`src/rtl/perclk_pkg.sv`:
```
package perclk_pkg;

  localparam int DIV_W    = 6;
  localparam int SEL_W    = 2;
  localparam int NUM_SRC  = 3;
  localparam int SEL_LSB  = 4;
  localparam int DIVA_LSB = 8;
  localparam int DIVB_LSB = 20;
  localparam int GATE_BIT = 0;
  localparam int SRC_IDX_W = $clog2(NUM_SRC);

  typedef enum logic [SRC_IDX_W-1:0] {
    SRC_IO  = 0,
    SRC_ARM = 1,
    SRC_DDR = 2
  } src_e;

  typedef struct packed {
    logic [SEL_W-1:0] sel;
    logic [DIV_W-1:0] div_a;
    logic [DIV_W-1:0] div_b;
  } ctrl_t;

  // Select code to source strobe index; codes 0 and 1 alias onto the IO source.
  function automatic src_e sel_to_src(input logic [SEL_W-1:0] sel);
    case (sel)
      2'd2:    return SRC_ARM;
      2'd3:    return SRC_DDR;
      default: return SRC_IO;
    endcase
  endfunction

endpackage

```
`src/rtl/perclk_regs.sv`:
```
module perclk_regs
  import perclk_pkg::*;
#(
  parameter int NUM_CH    = 4,
  parameter int ADDR_W    = 6,
  parameter int DATA_W    = 32,
  parameter int CH_STRIDE = 16,
  parameter int GATE_OFS  = 8
) (
  input  logic                     clk,
  input  logic                     rst_n,
  input  logic                     wr_en_i,
  input  logic [ADDR_W-1:0]        wr_addr_i,
  input  logic [DATA_W-1:0]        wr_data_i,
  output ctrl_t [NUM_CH-1:0]       ctrl_o,
  output logic  [NUM_CH-1:0]       gate_off_o
);

  logic unused_data;
  assign unused_data = ^wr_data_i;

  for (genvar g = 0; g < NUM_CH; g++) begin : g_ch
    localparam logic [ADDR_W-1:0] CTRL_A = ADDR_W'(CH_STRIDE * g);
    localparam logic [ADDR_W-1:0] GATE_A = ADDR_W'(CH_STRIDE * g + GATE_OFS);

    ctrl_t ctrl_d, ctrl_q;
    logic  gate_d, gate_q;
    logic  ctrl_we, gate_we;

    always_comb begin
      ctrl_we      = wr_en_i && (wr_addr_i == CTRL_A);
      gate_we      = wr_en_i && (wr_addr_i == GATE_A);
      ctrl_d.sel   = wr_data_i[SEL_LSB  +: SEL_W];
      ctrl_d.div_a = wr_data_i[DIVA_LSB +: DIV_W];
      ctrl_d.div_b = wr_data_i[DIVB_LSB +: DIV_W];
      gate_d       = wr_data_i[GATE_BIT];
    end

    always_ff @(posedge clk or negedge rst_n) begin
      if (!rst_n) begin
        ctrl_q.sel   <= '0;
        ctrl_q.div_a <= DIV_W'(1);
        ctrl_q.div_b <= DIV_W'(1);
      end else if (ctrl_we) begin
        ctrl_q <= ctrl_d;
      end
    end

    always_ff @(posedge clk or negedge rst_n) begin
      if (!rst_n) begin
        gate_q <= 1'b0;
      end else if (gate_we) begin
        gate_q <= gate_d;
      end
    end

    assign ctrl_o[g]     = ctrl_q;
    assign gate_off_o[g] = gate_q;
  end

endmodule

```
`src/rtl/perclk_stage.sv`:
```
module perclk_stage #(
  parameter int DIV_W = 6
) (
  input  logic             clk,
  input  logic             rst_n,
  input  logic             stb_i,
  input  logic [DIV_W-1:0] div_i,
  output logic             stb_o
);

  logic [DIV_W-1:0] cnt_q, cnt_d, reload;
  logic             at_edge;

  always_comb begin
    at_edge = (cnt_q == '0);
    // Zero and one both reload to zero: a pulse on every input strobe.
    reload  = (div_i == '0) ? '0 : div_i - DIV_W'(1);
    cnt_d   = at_edge ? reload : cnt_q - DIV_W'(1);
    stb_o   = stb_i && at_edge;
  end

  always_ff @(posedge clk or negedge rst_n) begin
    if (!rst_n) begin
      cnt_q <= '0;
    end else if (stb_i) begin
      cnt_q <= cnt_d;
    end
  end

endmodule

```
`src/rtl/perclk_chan.sv`:
```
module perclk_chan
  import perclk_pkg::*;
(
  input  logic               clk,
  input  logic               rst_n,
  input  logic [NUM_SRC-1:0] src_stb_i,
  input  ctrl_t              ctrl_i,
  input  logic               gate_off_i,
  output logic               clk_en_o
);

  logic sel_stb, stb_a, stb_b;
  logic en_d, en_q;
  src_e src_idx;

  always_comb begin
    src_idx = sel_to_src(ctrl_i.sel);
    sel_stb = src_stb_i[src_idx];
  end

  perclk_stage #(.DIV_W(DIV_W)) u_stage_a (
    .clk   (clk),
    .rst_n (rst_n),
    .stb_i (sel_stb),
    .div_i (ctrl_i.div_a),
    .stb_o (stb_a)
  );

  perclk_stage #(.DIV_W(DIV_W)) u_stage_b (
    .clk   (clk),
    .rst_n (rst_n),
    .stb_i (stb_a),
    .div_i (ctrl_i.div_b),
    .stb_o (stb_b)
  );

  assign en_d = stb_b && !gate_off_i;

  always_ff @(posedge clk or negedge rst_n) begin
    if (!rst_n) begin
      en_q <= 1'b0;
    end else begin
      en_q <= en_d;
    end
  end

  assign clk_en_o = en_q;

endmodule

```
`src/rtl/perclk_divgen.sv`:
```
module perclk_divgen
  import perclk_pkg::*;
#(
  parameter int NUM_CH    = 4,
  parameter int ADDR_W    = 6,
  parameter int DATA_W    = 32,
  parameter int CH_STRIDE = 16,
  parameter int GATE_OFS  = 8
) (
  input  logic               clk,
  input  logic               rst_n,
  input  logic [NUM_SRC-1:0] src_stb_i,
  input  logic               wr_en_i,
  input  logic [ADDR_W-1:0]  wr_addr_i,
  input  logic [DATA_W-1:0]  wr_data_i,
  output logic [NUM_CH-1:0]  clk_en_o
);

  ctrl_t [NUM_CH-1:0] ctrl;
  logic  [NUM_CH-1:0] gate_off;

  perclk_regs #(
    .NUM_CH    (NUM_CH),
    .ADDR_W    (ADDR_W),
    .DATA_W    (DATA_W),
    .CH_STRIDE (CH_STRIDE),
    .GATE_OFS  (GATE_OFS)
  ) u_regs (
    .clk        (clk),
    .rst_n      (rst_n),
    .wr_en_i    (wr_en_i),
    .wr_addr_i  (wr_addr_i),
    .wr_data_i  (wr_data_i),
    .ctrl_o     (ctrl),
    .gate_off_o (gate_off)
  );

  for (genvar g = 0; g < NUM_CH; g++) begin : g_chan
    perclk_chan u_chan (
      .clk        (clk),
      .rst_n      (rst_n),
      .src_stb_i  (src_stb_i),
      .ctrl_i     (ctrl[g]),
      .gate_off_i (gate_off[g]),
      .clk_en_o   (clk_en_o[g])
    );
  end

endmodule

```
`config.mk`:
```
export PLATFORM = sky130hd
export DESIGN_NAME = perclk_divgen
export DESIGN_NICKNAME = d
export VERILOG_FILES = /design/src/rtl/perclk_pkg.sv /design/src/rtl/perclk_regs.sv /design/src/rtl/perclk_stage.sv /design/src/rtl/perclk_chan.sv /design/src/rtl/perclk_divgen.sv
export SDC_FILE = /design/constraint.sdc
export NUM_CORES = 1
export LEC_CHECK = 0
export BUFFER_PORTS_ARGS = -buffer_cell sky130_fd_sc_hd__buf_4
export CORE_MARGIN = 8
export CORE_UTILIZATION = 50
export DETAILED_ROUTE_END_ITERATION = 7
export PLACE_DENSITY = 0.79
export SETUP_SLACK_MARGIN = 0.3
export SYNTH_ARGS = -nofsm -noshare
export SYNTH_HDL_FRONTEND = slang
export SYNTH_HIERARCHICAL = 1
export SYNTH_SLANG_ARGS = --single-unit
export TNS_END_PERCENT = 50
```
`constraint.sdc`:
```
create_clock -name clk -period 2.45 [get_ports clk]
set_input_delay 0.49 -clock clk [delete_from_list [all_inputs] [get_ports clk]]
set_output_delay 0.49 -clock clk [all_outputs]
set_load 0.1 [all_outputs]
```
==> metrics.txt <==
max_cap viols 0; drt total wl ~14 mm; GRT Max-Usage Layer met2; worst-path maximum fanout 4; WHS 109.5 ps; io pins 48; Die Y-Extent 130.5 um; top post-synthesis cells by area dfrtp_1 40%, mux2_2 8.6%, ha_1 6.1%, dfstp_2 3.2%, mux2i_1 3.1%; Synth Flop Type dfrtp_1; maximum vdd ir drop around 0.46 mV; async set or reset register ratio after synthesis 100.0%; Worst Path Required 2720 ps; status complete, no violations; CTS tree yes; P per Cell Area just under 1000 mW/mm2; area of the multi-input gates 0.003545 mm2; Final Hold Fails 0; clk_lat worst skew 350 ps; register area 0.002813 mm2; full die area 0.01702 mm2; DRC violations left 0; Synth Instances roughly 600; Filler Cell Count 1,078; non-filler cells, final between 800 and 900; DP Cell Count slightly above 800; startpoint type of the worst setup path flop; Slew @ Worst Pin 533.1 ps; Comb power frac about two fifths; number of port buffers 30; Final HPWL DP 10.02 mm; drt wl/cell roughly 17 um; arrival time worst endpoint 2390 ps; Cell Int Power 4.643 mW; num rows between 40 and 50; Synth Area in XOR/XNOR under 10%; simple-gate share of the synthesized area approximately a fifth; setup TNS 0 ps; clk slew on worst S/H paths roughly 70 ps; vias per cell approximately 5.7; Pre-Repair DR Iteration Count 5; Syn Nets 694; Worst R2R Start g_chan[0].u_chan/u_stage_a/cnt_q[1]$_DFFE_PN0P_; Num CTS Buffers 9; GP Congestion about 0.86; Synth top area share about two fifths; Sw Pwr ~2.6 mW; complex-gate fraction of the synthesized area 11.61%; skew final 5.061 ps; CP startpoint g_chan[0].u_chan/u_stage_a/cnt_q[1]$_DFFE_PN0P_; CTS root buf clkbuf_16; switching portion of total power 36.19%; final period utilization between 80% and 90%; Via Count between 4,000 and 5,000; 1st-iter DRT viols ~320; RSZ-0062 raised after global routing true; # H-tree levels 3; Sink Count roughly 110; clk buf depth 2; post-synth cell types 41; initial antenna violation count 0; Reg power frac 39.3%; register area share after synthesis a little over two fifths; fin area around 0.0075 mm2; Syn Area/Cell 10.60 um2; reg2reg path depth 9; Min Clock Period, post-route roughly 2100 ps; critical path class reg2reg; pin count of the biggest net entering global routing 56; final setup vio count 0; crit end category flop; FMAX roughly 0.47 GHz; antenna cells 0; largest area contributor in the netlist dfrtp_1; largest family of logic cells by synthesized area simple AND/OR/NAND/NOR gates; nets@finish roughly 750; Initial Utilization 50.26%; post-synthesis adder-cell area fraction between 6 and 7%; mux share of post-synthesis cell area around 14%; share of cells above drive strength 1 between 30% and 40%; antenna viol nets, final 0; max-slew violation count 0; Syn Std Cell Area around 0.0066 mm2; Clock power frac about a fifth; met2 Resource Use GR between 20% and 30%; count of hold-fix buffers inserted at cts 0; vias in the first global route just under 5,000; Die W around 130 um; Ys Warns 6; met3 Use GR about 3.6%; Layout area overhead 15.03%; synthesis-stage register bit count around 110; grt ovf 0; grt met1 use 21.11%; Placeable Area 0.01303 mm2; max_slew headroom between 60% and 70%; Total GRT Usage around 17%; placed inst area around 0.0070 mm2; number of enable flip-flop cells after synthesis 0; wire length of the first global-routing pass between 20 and 25 mm; Worst Hold Class in2async; Pleak between 3 and 4 nW
worst max-delay path: stages (launching register included):
cell and delay (ps):
dfrtp_1 390, inv_1 110, ha_1 170, nand2b_1 130
nor2_4 180, nand2_2 120, inv_4 110, nand2_1 90
or4_2 560, o221ai_2 170
cells in the mapped netlist, types with 4 or more instances:
library cell and n:
a21oi_1 4, dfstp_2 8, nor4b_1 9, o211ai_1 16, o31ai_1 8, a21oi_2 8, buf_4 4, ha_1 32
nand3b_1 9, or3_1 16, nand4b_1 8, xor2_1 8, buf_2 11, or3_4 8, nor3b_1 8, a221o_1 8
o221ai_1 16, o21ai_0 16, or4_2 8, or2_2 8, nor2_2 8, nor2b_1 4, o21a_1 8, mux2_4 10
nor4_1 8, o21bai_1 8, dfrtp_1 104, inv_1 48, mux2i_1 20, nand3_1 17, o22a_1 8, nand2b_1 16
nor3_1 18, nand2_1 33, mux2_2 50, nor2_1 40
metrics by stage:
stage,power [mW],worst slack (ps),util [%]
after floorplan,4.866,242.3,-
after global placement,5.320,166.0,53.88
after detailed placement,5.498,144.6,53.88
after CTS,7.033,233.7,56.39
after global routing,7.759,250.3,57.81
final,7.277,326.6,57.81
state kept, by name, indices dropped and copies added, names as in the netlist:
register / cells
u_regs/ctrl_o: 56
g_chan.u_chan/u_stage_a/cnt_q: 24
g_chan.u_chan/u_stage_b/cnt_q: 24
g_chan.u_chan/clk_en_o: 4
u_regs/g_ch.gate_q: 4
final timing paths:
path	slack, ps	end
setup / recovery	330	g_chan[0].u_chan/u_stage_b/cnt_q[4]$_DFFE_PN0P_
hold / removal	110	g_chan[0].u_chan/u_stage_a/cnt_q[0]$_DFFE_PN0P_
setup reg to reg	330	g_chan[0].u_chan/u_stage_b/cnt_q[4]$_DFFE_PN0P_
hold reg to reg	430	g_chan[2].u_chan/clk_en_o$_DFF_PN0_
max in group asynchronous	1600	u_regs/ctrl_o[48]$_DFFE_PN1P_
min in group clk	400	u_regs/g_ch[0].gate_q$_DFFE_PN0P_
cells in the final DEF, fill, tap and decap left out, drive strengths merged:
master,n
a21oi,12
a221o,8
buf,63
bufinv,1
clkbuf,12
clkinv,1
clkinvlp,1
dfrtp,104
dfstp,8
ha,32
inv,48
mux2,60
mux2i,20
nand2,33
nand2b,16
nand3,17
nand3b,9
nand4b,8
nor2,48
nor2b,4
nor3,18
nor3b,8
nor4,8
nor4b,9
o211ai,16
o21a,8
o21ai,16
o21bai,8
o221ai,16
o22a,8
o31ai,8
or2,8
or3,24
or4,9
or4b,2
xor2,8
power groups by stage:
stage	Combinational (mW)	Sequential [mW]	Clock, mW
floorplan	2.11	2.76	0
global placement	2.48	2.84	0
detailed placement	2.62	2.88	0
CTS	2.67	2.86	1.51
global route	3.25	2.93	1.57
finish	2.95	2.86	1.47
what timing repair did:
action / 4_1_cts / 5_1_grt
gates resized for setup: 7 / 17
buffers inserted: 2 / 17
pin swaps: 2 / 3
setup endpoints to repair: 7 / 8
cloned: 0 / 0
cells by family (layout without fill, tap and decap cells):
group,count (synthesis),after routing
and+or+nand+nor,221,221
DFF,112,112
AOI/OAI and AO/OA,100,100
muxes,80,80
buffers and inverters,65,126
adders and majority gates,32,32
xor gates and xnor gates,8,8
area by class of cell:
cell class | instances | share of cell area (%)
Sequential cell | 112 | 37.33
Multi-Input combinational cell | 441 | 47.04
Inverter | 48 | 2.424
Clock buffer | 12 | 3.271
Clock inverter | 3 | 0.5646
Timing Repair Buffer | 63 | 6.443
Tap cell | 176 | 2.923
metal layers:
metal  part of all wire [%]  vias up
li1                       -     2369
met5                      0        -
met3                    3.3       19
met4                    1.4        0
met2                     50       70
met1                     45     2424
Note: power is estimated with default switching activity, not from simulation.
